===== src/rtl/uart_vote_rx_pkg.sv =====
package uart_vote_rx_pkg;
  localparam int TICKS_PER_BIT = 16;
  localparam int TICK_W        = $clog2(TICKS_PER_BIT);
  localparam logic [TICK_W-1:0] VOTE_A = TICK_W'(7);
  localparam logic [TICK_W-1:0] VOTE_B = TICK_W'(8);
  localparam logic [TICK_W-1:0] VOTE_C = TICK_W'(9);
  localparam logic [TICK_W-1:0] LAST_TICK = TICK_W'(TICKS_PER_BIT - 1);

  typedef enum logic [2:0] {
    RX_IDLE,
    RX_START,
    RX_DATA,
    RX_PARITY,
    RX_STOP,
    RX_WAIT_HIGH
  } rx_state_e;

  typedef struct packed {
    logic [7:0] data;
    logic       par_err;
    logic       frm_err;
    logic       brk;
  } rx_char_t;
endpackage


===== src/rtl/rx_tick_gen.sv =====
module rx_tick_gen #(
  parameter int DIV_W = 16
) (
  input  logic             clk,
  input  logic             rst_n,
  input  logic [DIV_W-1:0] divisor,
  output logic             tick
);
  logic [DIV_W-1:0] cnt_q, cnt_d;
  logic             tick_d;
  logic [DIV_W-1:0] limit;

  always_comb begin
    limit = (divisor <= DIV_W'(1)) ? '0 : divisor - DIV_W'(1);
    if (cnt_q >= limit) begin
      cnt_d  = '0;
      tick_d = 1'b1;
    end else begin
      cnt_d  = cnt_q + DIV_W'(1);
      tick_d = 1'b0;
    end
  end

  always_ff @(posedge clk or negedge rst_n) begin
    if (!rst_n) begin
      cnt_q <= '0;
      tick  <= 1'b0;
    end else begin
      cnt_q <= cnt_d;
      tick  <= tick_d;
    end
  end

  assert_tick_spacing_R9: assert property (@(posedge clk) disable iff (!rst_n)
    (tick && divisor > DIV_W'(1) && $stable(divisor)) |=> !tick);
endmodule


===== src/rtl/rx_line_sync.sv =====
module rx_line_sync #(
  parameter int STAGES = 2
) (
  input  logic clk,
  input  logic rst_n,
  input  logic line_in,
  output logic line_out
);
  logic [STAGES-1:0] stage_q;

  generate
    for (genvar g = 0; g < STAGES; g++) begin : g_stage
      always_ff @(posedge clk or negedge rst_n) begin
        if (!rst_n) stage_q[g] <= 1'b1;
        else if (g == 0) stage_q[g] <= line_in;
        else stage_q[g] <= stage_q[(g == 0) ? 0 : g-1];
      end
    end
  endgenerate

  assign line_out = stage_q[STAGES-1];
endmodule


===== src/rtl/rx_framer.sv =====
module rx_framer
  import uart_vote_rx_pkg::*;
(
  input  logic       clk,
  input  logic       rst_n,
  input  logic       tick,
  input  logic       line,
  input  logic [1:0] char_len,
  input  logic       parity_en,
  input  logic       parity_odd,
  output logic       char_done,
  output rx_char_t   char_out
);
  rx_state_e         state_q, state_d;
  logic [TICK_W-1:0] sc_q, sc_d;
  logic [2:0]        idx_q, idx_d;
  logic [1:0]        vote_q, vote_d;
  logic [7:0]        data_q, data_d;
  logic              pbit_q, pbit_d;
  logic              low_q, low_d;
  logic              done_d;
  rx_char_t          out_d;
  logic              maj;
  logic [2:0]        last_idx;

  assign maj      = (vote_q[0] & vote_q[1]) | (vote_q[0] & line) | (vote_q[1] & line);
  assign last_idx = {1'b0, char_len} + 3'd4;

  always_comb begin
    state_d = state_q;
    sc_d    = sc_q;
    idx_d   = idx_q;
    vote_d  = vote_q;
    data_d  = data_q;
    pbit_d  = pbit_q;
    low_d   = low_q;
    done_d  = 1'b0;
    out_d   = char_out;
    if (tick) begin
      sc_d = sc_q + TICK_W'(1);
      if (sc_q == VOTE_A) vote_d[0] = line;
      if (sc_q == VOTE_B) vote_d[1] = line;
      unique case (state_q)
        RX_IDLE: begin
          sc_d = '0;
          if (!line) begin
            state_d = RX_START;
            data_d  = '0;
            low_d   = 1'b1;
            pbit_d  = 1'b0;
          end
        end
        RX_START: begin
          if (sc_q == VOTE_B && line) begin
            state_d = RX_IDLE;
            sc_d    = '0;
          end else if (sc_q == LAST_TICK) begin
            state_d = RX_DATA;
            idx_d   = '0;
          end
        end
        RX_DATA: begin
          if (sc_q == VOTE_C) begin
            data_d[idx_q] = maj;
            low_d         = low_q & ~maj;
          end
          if (sc_q == LAST_TICK) begin
            if (idx_q == last_idx) state_d = parity_en ? RX_PARITY : RX_STOP;
            else idx_d = idx_q + 3'd1;
          end
        end
        RX_PARITY: begin
          if (sc_q == VOTE_C) begin
            pbit_d = maj;
            low_d  = low_q & ~maj;
          end
          if (sc_q == LAST_TICK) state_d = RX_STOP;
        end
        RX_STOP: begin
          if (sc_q == VOTE_C) begin
            done_d        = 1'b1;
            out_d.data    = data_q;
            out_d.frm_err = ~maj;
            out_d.brk     = low_q & ~maj;
            out_d.par_err = parity_en & ((^data_q ^ pbit_q) != parity_odd);
            state_d       = maj ? RX_IDLE : RX_WAIT_HIGH;
            sc_d          = '0;
          end
        end
        RX_WAIT_HIGH: begin
          sc_d = '0;
          if (line) state_d = RX_IDLE;
        end
        default: state_d = RX_IDLE;
      endcase
    end
  end

  always_ff @(posedge clk or negedge rst_n) begin
    if (!rst_n) begin
      state_q   <= RX_IDLE;
      sc_q      <= '0;
      idx_q     <= '0;
      vote_q    <= '0;
      data_q    <= '0;
      pbit_q    <= 1'b0;
      low_q     <= 1'b0;
      char_done <= 1'b0;
      char_out  <= '0;
    end else begin
      state_q   <= state_d;
      sc_q      <= sc_d;
      idx_q     <= idx_d;
      vote_q    <= vote_d;
      data_q    <= data_d;
      pbit_q    <= pbit_d;
      low_q     <= low_d;
      char_done <= done_d;
      char_out  <= out_d;
    end
  end

  assert_false_start_R4: assert property (@(posedge clk) disable iff (!rst_n)
    (state_q == RX_START && tick && sc_q == VOTE_B && line) |=> (state_q == RX_IDLE && !char_done));
  assert_wait_high_R5: assert property (@(posedge clk) disable iff (!rst_n)
    (state_q == RX_WAIT_HIGH && !line) |=> (state_q == RX_WAIT_HIGH));
  assert_break_frames_R6: assert property (@(posedge clk) disable iff (!rst_n)
    (char_done && char_out.brk) |-> (char_out.frm_err && char_out.data == 8'd0));
  assert_no_parity_R2: assert property (@(posedge clk) disable iff (!rst_n)
    (char_done && !parity_en && $stable(parity_en)) |-> !char_out.par_err);
endmodule


===== src/rtl/rx_holding.sv =====
module rx_holding
  import uart_vote_rx_pkg::*;
(
  input  logic     clk,
  input  logic     rst_n,
  input  logic     load,
  input  rx_char_t load_char,
  input  logic     rd_strobe,
  output rx_char_t held,
  output logic     ready,
  output logic     overrun
);
  rx_char_t held_d;
  logic     ready_d, overrun_d;

  always_comb begin
    held_d    = held;
    ready_d   = ready;
    overrun_d = overrun;
    if (rd_strobe) begin
      ready_d   = 1'b0;
      overrun_d = 1'b0;
    end
    if (load) begin
      if (ready && !rd_strobe) begin
        overrun_d = 1'b1;
      end else begin
        held_d  = load_char;
        ready_d = 1'b1;
      end
    end
  end

  always_ff @(posedge clk or negedge rst_n) begin
    if (!rst_n) begin
      held    <= '0;
      ready   <= 1'b0;
      overrun <= 1'b0;
    end else begin
      held    <= held_d;
      ready   <= ready_d;
      overrun <= overrun_d;
    end
  end

  assert_read_clears_R7: assert property (@(posedge clk) disable iff (!rst_n)
    (rd_strobe && !load) |=> (!ready && !overrun));
  assert_load_sets_R7: assert property (@(posedge clk) disable iff (!rst_n)
    load |=> ready);
  assert_overrun_keeps_R8: assert property (@(posedge clk) disable iff (!rst_n)
    (ready && load && !rd_strobe) |=> (overrun && held == $past(held)));
endmodule


===== src/rtl/uart_vote_rx.sv =====
module uart_vote_rx
  import uart_vote_rx_pkg::*;
#(
  parameter int DIV_W       = 16,
  parameter int SYNC_STAGES = 2
) (
  input  logic             clk,
  input  logic             rst_n,
  input  logic             rxd,
  input  logic [DIV_W-1:0] divisor,
  input  logic [1:0]       char_len,
  input  logic             parity_en,
  input  logic             parity_odd,
  input  logic             rd_strobe,
  output logic [7:0]       rx_data,
  output logic             data_ready,
  output logic             err_parity,
  output logic             err_framing,
  output logic             err_break,
  output logic             err_overrun
);
  logic     tick, line_s, char_done;
  rx_char_t new_char, held;
  logic [3:0] nbits;

  rx_tick_gen #(.DIV_W(DIV_W)) u_tick (
    .clk(clk), .rst_n(rst_n), .divisor(divisor), .tick(tick));

  rx_line_sync #(.STAGES(SYNC_STAGES)) u_sync (
    .clk(clk), .rst_n(rst_n), .line_in(rxd), .line_out(line_s));

  rx_framer u_framer (
    .clk(clk), .rst_n(rst_n), .tick(tick), .line(line_s),
    .char_len(char_len), .parity_en(parity_en), .parity_odd(parity_odd),
    .char_done(char_done), .char_out(new_char));

  rx_holding u_hold (
    .clk(clk), .rst_n(rst_n), .load(char_done), .load_char(new_char),
    .rd_strobe(rd_strobe), .held(held), .ready(data_ready), .overrun(err_overrun));

  assign rx_data     = held.data;
  assign err_parity  = held.par_err;
  assign err_framing = held.frm_err;
  assign err_break   = held.brk;
  assign nbits       = {2'b00, char_len} + 4'd5;

  assert_upper_zero_R1: assert property (@(posedge clk) disable iff (!rst_n)
    (data_ready && $stable(char_len)) |-> ((rx_data >> nbits) == 8'd0));
  assert_overrun_needs_ready_R8: assert property (@(posedge clk) disable iff (!rst_n)
    err_overrun |-> data_ready);
endmodule


===== config.mk =====
export PLATFORM = sky130hd
export DESIGN_NAME = uart_vote_rx
export DESIGN_NICKNAME = d
export VERILOG_FILES = /design/src/rtl/uart_vote_rx_pkg.sv /design/src/rtl/rx_tick_gen.sv /design/src/rtl/rx_line_sync.sv /design/src/rtl/rx_framer.sv /design/src/rtl/rx_holding.sv /design/src/rtl/uart_vote_rx.sv
export SDC_FILE = /design/constraint.sdc
export NUM_CORES = 1
export LEC_CHECK = 0
export ABC_AREA = 1
export BUFFER_PORTS_ARGS = -buffer_cell sky130_fd_sc_hd__clkbuf_2
export CORE_MARGIN = 2
export CORE_UTILIZATION = 50
export CTS_BUF_LIST = sky130_fd_sc_hd__clkbuf_4 sky130_fd_sc_hd__clkbuf_8
export CTS_CLUSTER_SIZE = 25
export DETAILED_ROUTE_END_ITERATION = 10
export GPL_TIMING_DRIVEN = 0
export PLACE_DENSITY = 0.8
export SYNTH_ARGS = -nofsm -noshare
export SYNTH_HDL_FRONTEND = slang
export SYNTH_SLANG_ARGS = --single-unit

===== constraint.sdc =====
create_clock -name clk -period 2.1 [get_ports clk]
set_input_delay 0.105 -clock clk [delete_from_list [all_inputs] [get_ports clk]]
set_output_delay 0.105 -clock clk [all_outputs]
set_load 0.01 [all_outputs]

Word level (Yosys, flattened, before mapping)
Cells that the tools add are included.
{ "op_classes": {"bitwise_logic": 10, "addsub": 5, "mux": 43, "magnitude_cmp": 4, "n_reduce_logical": 21, "eq_ne": 24} }
{ "op_table": {"columns": ["op", "count"], "rows": [
  ["3-bit 2-to-1 mux", 14],
  ["16-bit 2-to-1 mux", 2],
  ["3-bit one-hot mux with 6 select lines", 1],
  ["16-bit by 1-bit adder with 16-bit output, second input constant", 1],
  ["16-bit greater-or-equal comparator", 1],
  ["16-bit by 1-bit less-or-equal comparator with 1-bit output, second input constant", 1],
  ["8-bit 2-to-1 mux", 2],
  ["2-bit by 1-bit != test with 1-bit output, second input constant", 8],
  ["8-bit one-hot mux with 2 select lines", 1],
  ["16-bit by 1-bit subtractor with 16-bit output, second input constant", 1],
  ["1-bit 2-to-1 mux", 15],
  ["4-bit == test, second input constant", 3],
  ["4-bit one-hot mux with 3 select lines", 1],
  ["4-bit AND reduction", 3],
  ["8-bit bitwise mux", 1],
  ["4-bit 2-to-1 mux", 2],
  ["2-bit != test, second input constant", 4],
  ["8-bit AND reduction", 1],
  ["2-bit nonzero test", 4],
  ["8-bit XOR reduction", 1],
  ["3-bit by 2-bit == test with 1-bit output, second input constant", 2],
  ["3-bit == test, second input constant", 2],
  ["3-bit one-hot mux with 2 select lines", 1],
  ["2-bit AND reduction", 3],
  ["22 further kinds", 32]
]} }
{ "totals": {"word_cells": 130, "output_inout_bits": 13, "register_bits": 66, "input_bits": 24} }

Longest topological paths before layout
{ "logic_depth": {"depth_word": 7, "mapped_depth": 18, "mapped_depth_nobuf": 16} }

Hierarchy
A second synthesis with hierarchy kept.
{ "unflattened": {"hier_cells": 575, "hier_area_um2": 4301.6} }
{ "modules_own_cells": {"columns": ["module", "n_inst", "cells_each", "area_each_um2", "seq_area_each_um2"], "rows": [
  ["rx_framer", 1, 270, 1971.9, 850.8],
  ["rx_tick_gen", 1, 247, 1755.4, 425.4],
  ["rx_holding", 1, 56, 521.8, 325.3],
  ["rx_line_sync", 1, 2, 52.6, 52.6]
]} }

Worst setup path after synthesis
Ideal clock, no wire load.
{ "synth_timing": {"kind": "input -> register", "startpoint": "input divisor[0]", "endpoint": "register u_tick.cnt_q[14]", "stages": 14, "path_slack_ps": -262, "setup_ps": 120, "arrival_ps": 2242, "t_required_ps": 1980, "n_path_buf": 2, "cell_sequence": "inv_1 -> ha_1 -> nand2_1 -> nor2_1 -> o21ai_1 -> buf_2 -> nand3_1 -> ha_1 -> nand2_1 -> nor3_1 -> nand3_1 -> nand3_1 -> buf_2 -> nor2_1"} }
{ "synth_between": {"elab_chain_cells": 4, "word_cells_on_any_way": 5, "classes_between": "1 x add/sub; 2 x order compare; 2 x mux"} }
{ "synth_rtl": {"columns": ["item", "line_no", "source"], "rows": [
  ["start, declared", "uart_vote_rx.sv:10", "input logic [DIV_W-1:0] divisor,"],
  ["16-bit by 1-bit subtractor with 16-bit output or 16-bit by 1-bit less-or-equal comparator with 1-bit output (tied branches)", "rx_tick_gen.sv:14", "limit = (divisor <= DIV_W'(1)) ? '0 : divisor - DIV_W'(1);"],
  ["16-bit 2-to-1 mux *", "rx_tick_gen.sv:14", null],
  ["16-bit greater-or-equal comparator *", "rx_tick_gen.sv:15", "if (cnt_q >= limit) begin"],
  ["16-bit 2-to-1 mux *", "rx_tick_gen.sv:15", null],
  ["named net u_tick.cnt_d[14]", "rx_tick_gen.sv:9", "logic [DIV_W-1:0] cnt_q, cnt_d;"],
  ["end signal, assigned", "rx_tick_gen.sv:29", "cnt_q <= cnt_d;"],
  ["end, declared", "rx_tick_gen.sv:9", null]
]} }
Mark *: on every way through the listed nets, which the timed path passes. The rest lies on a longest branch.
A chain may end at the register's enable or synchronous reset.

Final worst setup path
{ "layout_timing": {"startpoint": "input divisor[0]", "endpoint": "register u_tick.cnt_q[2]"} }
The elaborated chain is that of the path after synthesis.

==> impl_metrics.tcl <==
set metrics [dict create \
    comb_power_share 0.141 \
    dp_cells 659 \
    critPathKind "in2reg" \
    core_sq_um 7690 \
    area_growth_syn_to_layout_pct 18.1 \
    antenna_cells 0 \
    final_nets 621 \
    root_buffer "clkbuf_8" \
    leakagePower_nw 2.38 \
    clk_pin_slew_ns 0.07 \
    grt_pass1_vias 3267 \
    finalCriticalPeriod_ns 1.96 \
    die_w_um 92.8 \
    viasPerCell 5.07 \
    worst_path_max_delay_cell "ha_4" \
    cp.required_ns 2.32 \
    ant_nets 0 \
    final-hold-violation-count 0 \
    start_util 0.513 \
    fin_skew_ns 0.00886 \
    multiInputGateArea_sq_um 2140 \
    most-common-layout-cells "nand2_1 (125), dfrtp_1 (64), nor2_1 (63)" \
    switching_power_w 0.000816 \
    synthTopCellsByArea "dfrtp_1 (41%), nand2_1 (12%), ha_1 (7.3%), nor2_1 (6.7%), o21ai_0 (5.7%)" \
    endpoint_kind "register" \
    clk_latency_ns 0.34 \
    grt_util_met2 0.333 \
    grt_pass1_wl_mm 13.7 \
    finalNonFillerCells 681 \
    antenna_found_initial 0 \
    setup_viol 0 \
    intPower_w 0.00222 \
    num_io_pins 37 \
    dr.pass1.iters 4 \
    peakVddDrop_uv 456 \
    crit_chain "clkbuf_2, inv_1, ha_2, nand2_2, nor2_4, o21ai_4, buf_6, nand3_1, ha_4, nand2_2, nor3_2, nand3_1, nand3_2, buf_4, nor2_1" \
    num_rows 32 \
    grtUsageMet3 0.0488 \
    die_y_um 92.8 \
    grt_max_degree 67 \
    final-max-slew-violation-count 0 \
    p_clk_frac 0.392 \
    drc 0 \
    arrival_ns 2.18 \
    first_iter_violations 181 \
    async_reset_ff_frac 1.00 \
    fmax_mhz 511 \
    placed_area_sq_um 4280 \
    setup_tns_ns 0 \
    yosysUniqueCellTypes 29 \
    synth_seq_area_share 0.419 \
    dieArea_sq_um 8620 \
    cts.sinks 66 \
    n_fill_cell 710 \
    grt_overflow 0 \
    rsz0062_at_grt "false" \
    cts_tree "yes" \
    synth.avg_cell_area_sq_um 7.57 \
    cts_buffer_depth 2 \
    ctsHtreeMaxLevel 3 \
    place_hpwl_mm 5.68 \
    ff_latch_area_sq_um 1650 \
    num_vias 3456 \
    powerDensity_nw_per_um2 651 \
    synth_edf_count 0 \
    wl_per_cell_um 11.3 \
    fin_area_sq_um 4660 \
    met1_usage 0.249 \
    ys_warn_count 0 \
    numCtsBuffers 9 \
    ys_dominant_reg_cell "dfrtp_1" \
    yosysTopAreaCell "dfrtp_1" \
    gp_congestion 0.904 \
    syn-instance-count 521 \
    synth_top_area_share 0.406 \
    grt.busiest_layer "met2" \
    tightest_slew_ns 0.850 \
    outcome "finished clean" \
    crit_fanout 10 \
    slew-limit-headroom 0.434 \
    final_common_cell "nand2_1" \
    finish.utilization 0.606 \
    syn_nets 568 \
    io_buffers 36 \
    grt_use_total 0.193 \
    seqPwrFrac 0.466 \
    startpoint_type "input port" \
    synthesis.area_sq_um 3950 \
    timing.final.crit_share 0.931 \
    crit_path_max_incr_delay_ns 0.30 \
    routed_wl_mm 7.70 \
    netSwitchingFraction 0.269 \
    synth_seq_cells 66 \
    hold_path_class "in2reg" \
    drive_gt1_frac 0.169 \
    max-cap-violations 0 \
]
per-stage QoR:
step | worst slack, ns | hold WS (ns) | total power [W]
2_1_floorplan | 0.00621 | -0.191 | 0.00171
3_3_place_gp | -0.480 | 0.194 | 0.00182
3_5_place_dp | -0.592 | 0.195 | 0.00184
4_1_cts | 0.0309 | 0.149 | 0.00305
5_1_grt | 0.0160 | 0.196 | 0.00320
6_report | 0.145 | 0.160 | 0.00304
cell type report:
| cell class | count | area share |
|---|---|---|
| clock inverters | 6 | 0.0191 |
| inverters | 59 | 0.0475 |
| clock buffers | 10 | 0.0295 |
| multi-input cells | 387 | 0.459 |
| repair buffers | 42 | 0.0505 |
| flip-flops and latches | 66 | 0.355 |
| well taps | 102 | 0.0274 |
| plain buffers | 9 | 0.0118 |
per-layer routing:
| metal | vias up | share of wire | wire, um |
|---|---|---|---|
| met5 | - | 0 | 0 |
| met4 | 0 | 0.0092 | 71 |
| met3 | 9 | 0.029 | 224 |
| met2 | 50 | 0.48 | 3720 |
| met1 | 1609 | 0.48 | 3690 |
| li1 | 1788 | - | - |
path summary, 6_finish.rpt:
path,depth (start not counted),slack [ns],from,to
hold / removal,5,0.16,parity_en,u_framer.char_out[2]
setup / recovery,15,0.14,divisor[0],u_tick.cnt_q[2]
setup reg to reg,9,0.29,u_tick.cnt_q[1],u_tick.cnt_q[10]
max in group asynchronous,2,1.10,rst_n,u_tick.cnt_q[2]
min in group asynchronous,2,0.44,rst_n,u_hold.overrun
hold reg to reg,0,0.36,u_sync.stage_q[0],u_sync.line_out
timing repair:
action | CTS | global route
hold buffers | 3 | 0
resized for setup | 4 | 19
buffers inserted | 1 | 2
endpoints found under the hold margin | 66 | 0
pin swaps | 1 | 5
setup endpoints to repair | 17 | 17
power by group through the flow:
stage          Clock (W)  Sequential, W  Combinational (W)
2_1_floorplan          0        0.00142           0.000296
3_3_place_gp           0        0.00144           0.000383
3_5_place_dp           0        0.00144           0.000405
4_1_cts          0.00122        0.00141           0.000416
5_1_grt          0.00127        0.00143           0.000505
6_report         0.00119        0.00142           0.000429
state kept, by name (all words and copies together), names as in the netlist:
name,flops
u_hold.held,11
u_hold.ready,1
u_framer.low_q,1
u_framer.state_q,3
u_hold.overrun,1
u_tick.tick,1
u_framer.data_q,8
u_framer.char_done,1
u_sync.stage_q,1
u_framer.char_out,11
u_framer.idx_q,3
u_framer.pbit_q,1
u_sync.line_out,1
u_framer.vote_q,2
u_framer.sc_q,4
u_tick.cnt_q,16
cells in the mapped netlist (4+ instances only):
cell type  number
or2_2           4
dfrtp_1        64
nand2_1       129
nor3_1         15
o21ai_0        45
mux2_2          6
xor2_1         16
inv_1          58
nand4_1         4
nand3_1        40
buf_2           4
nor2_1         70
xnor2_1         8
clkbuf_1        4
a21oi_1        16
ha_1           23
critical path: cells and delay by family:
kind	cells	cell delay, ns
adders and majority gates	2	0.50
buffers and inverters	4	0.49
AOI/OAI and AO/OA	1	0.19
and+or+nand+nor	8	0.88
cell families after synthesis:
| kind of cell | share of synthesized area |
|---|---|
| simple gates | 0.284 |
| buf+inv | 0.0669 |
| compound gates | 0.0866 |
| flops | 0.419 |
| xor+xnor | 0.0533 |
| fa+ha+maj | 0.0729 |
| mux | 0.0171 |
Power figures use the tool's default switching activity.
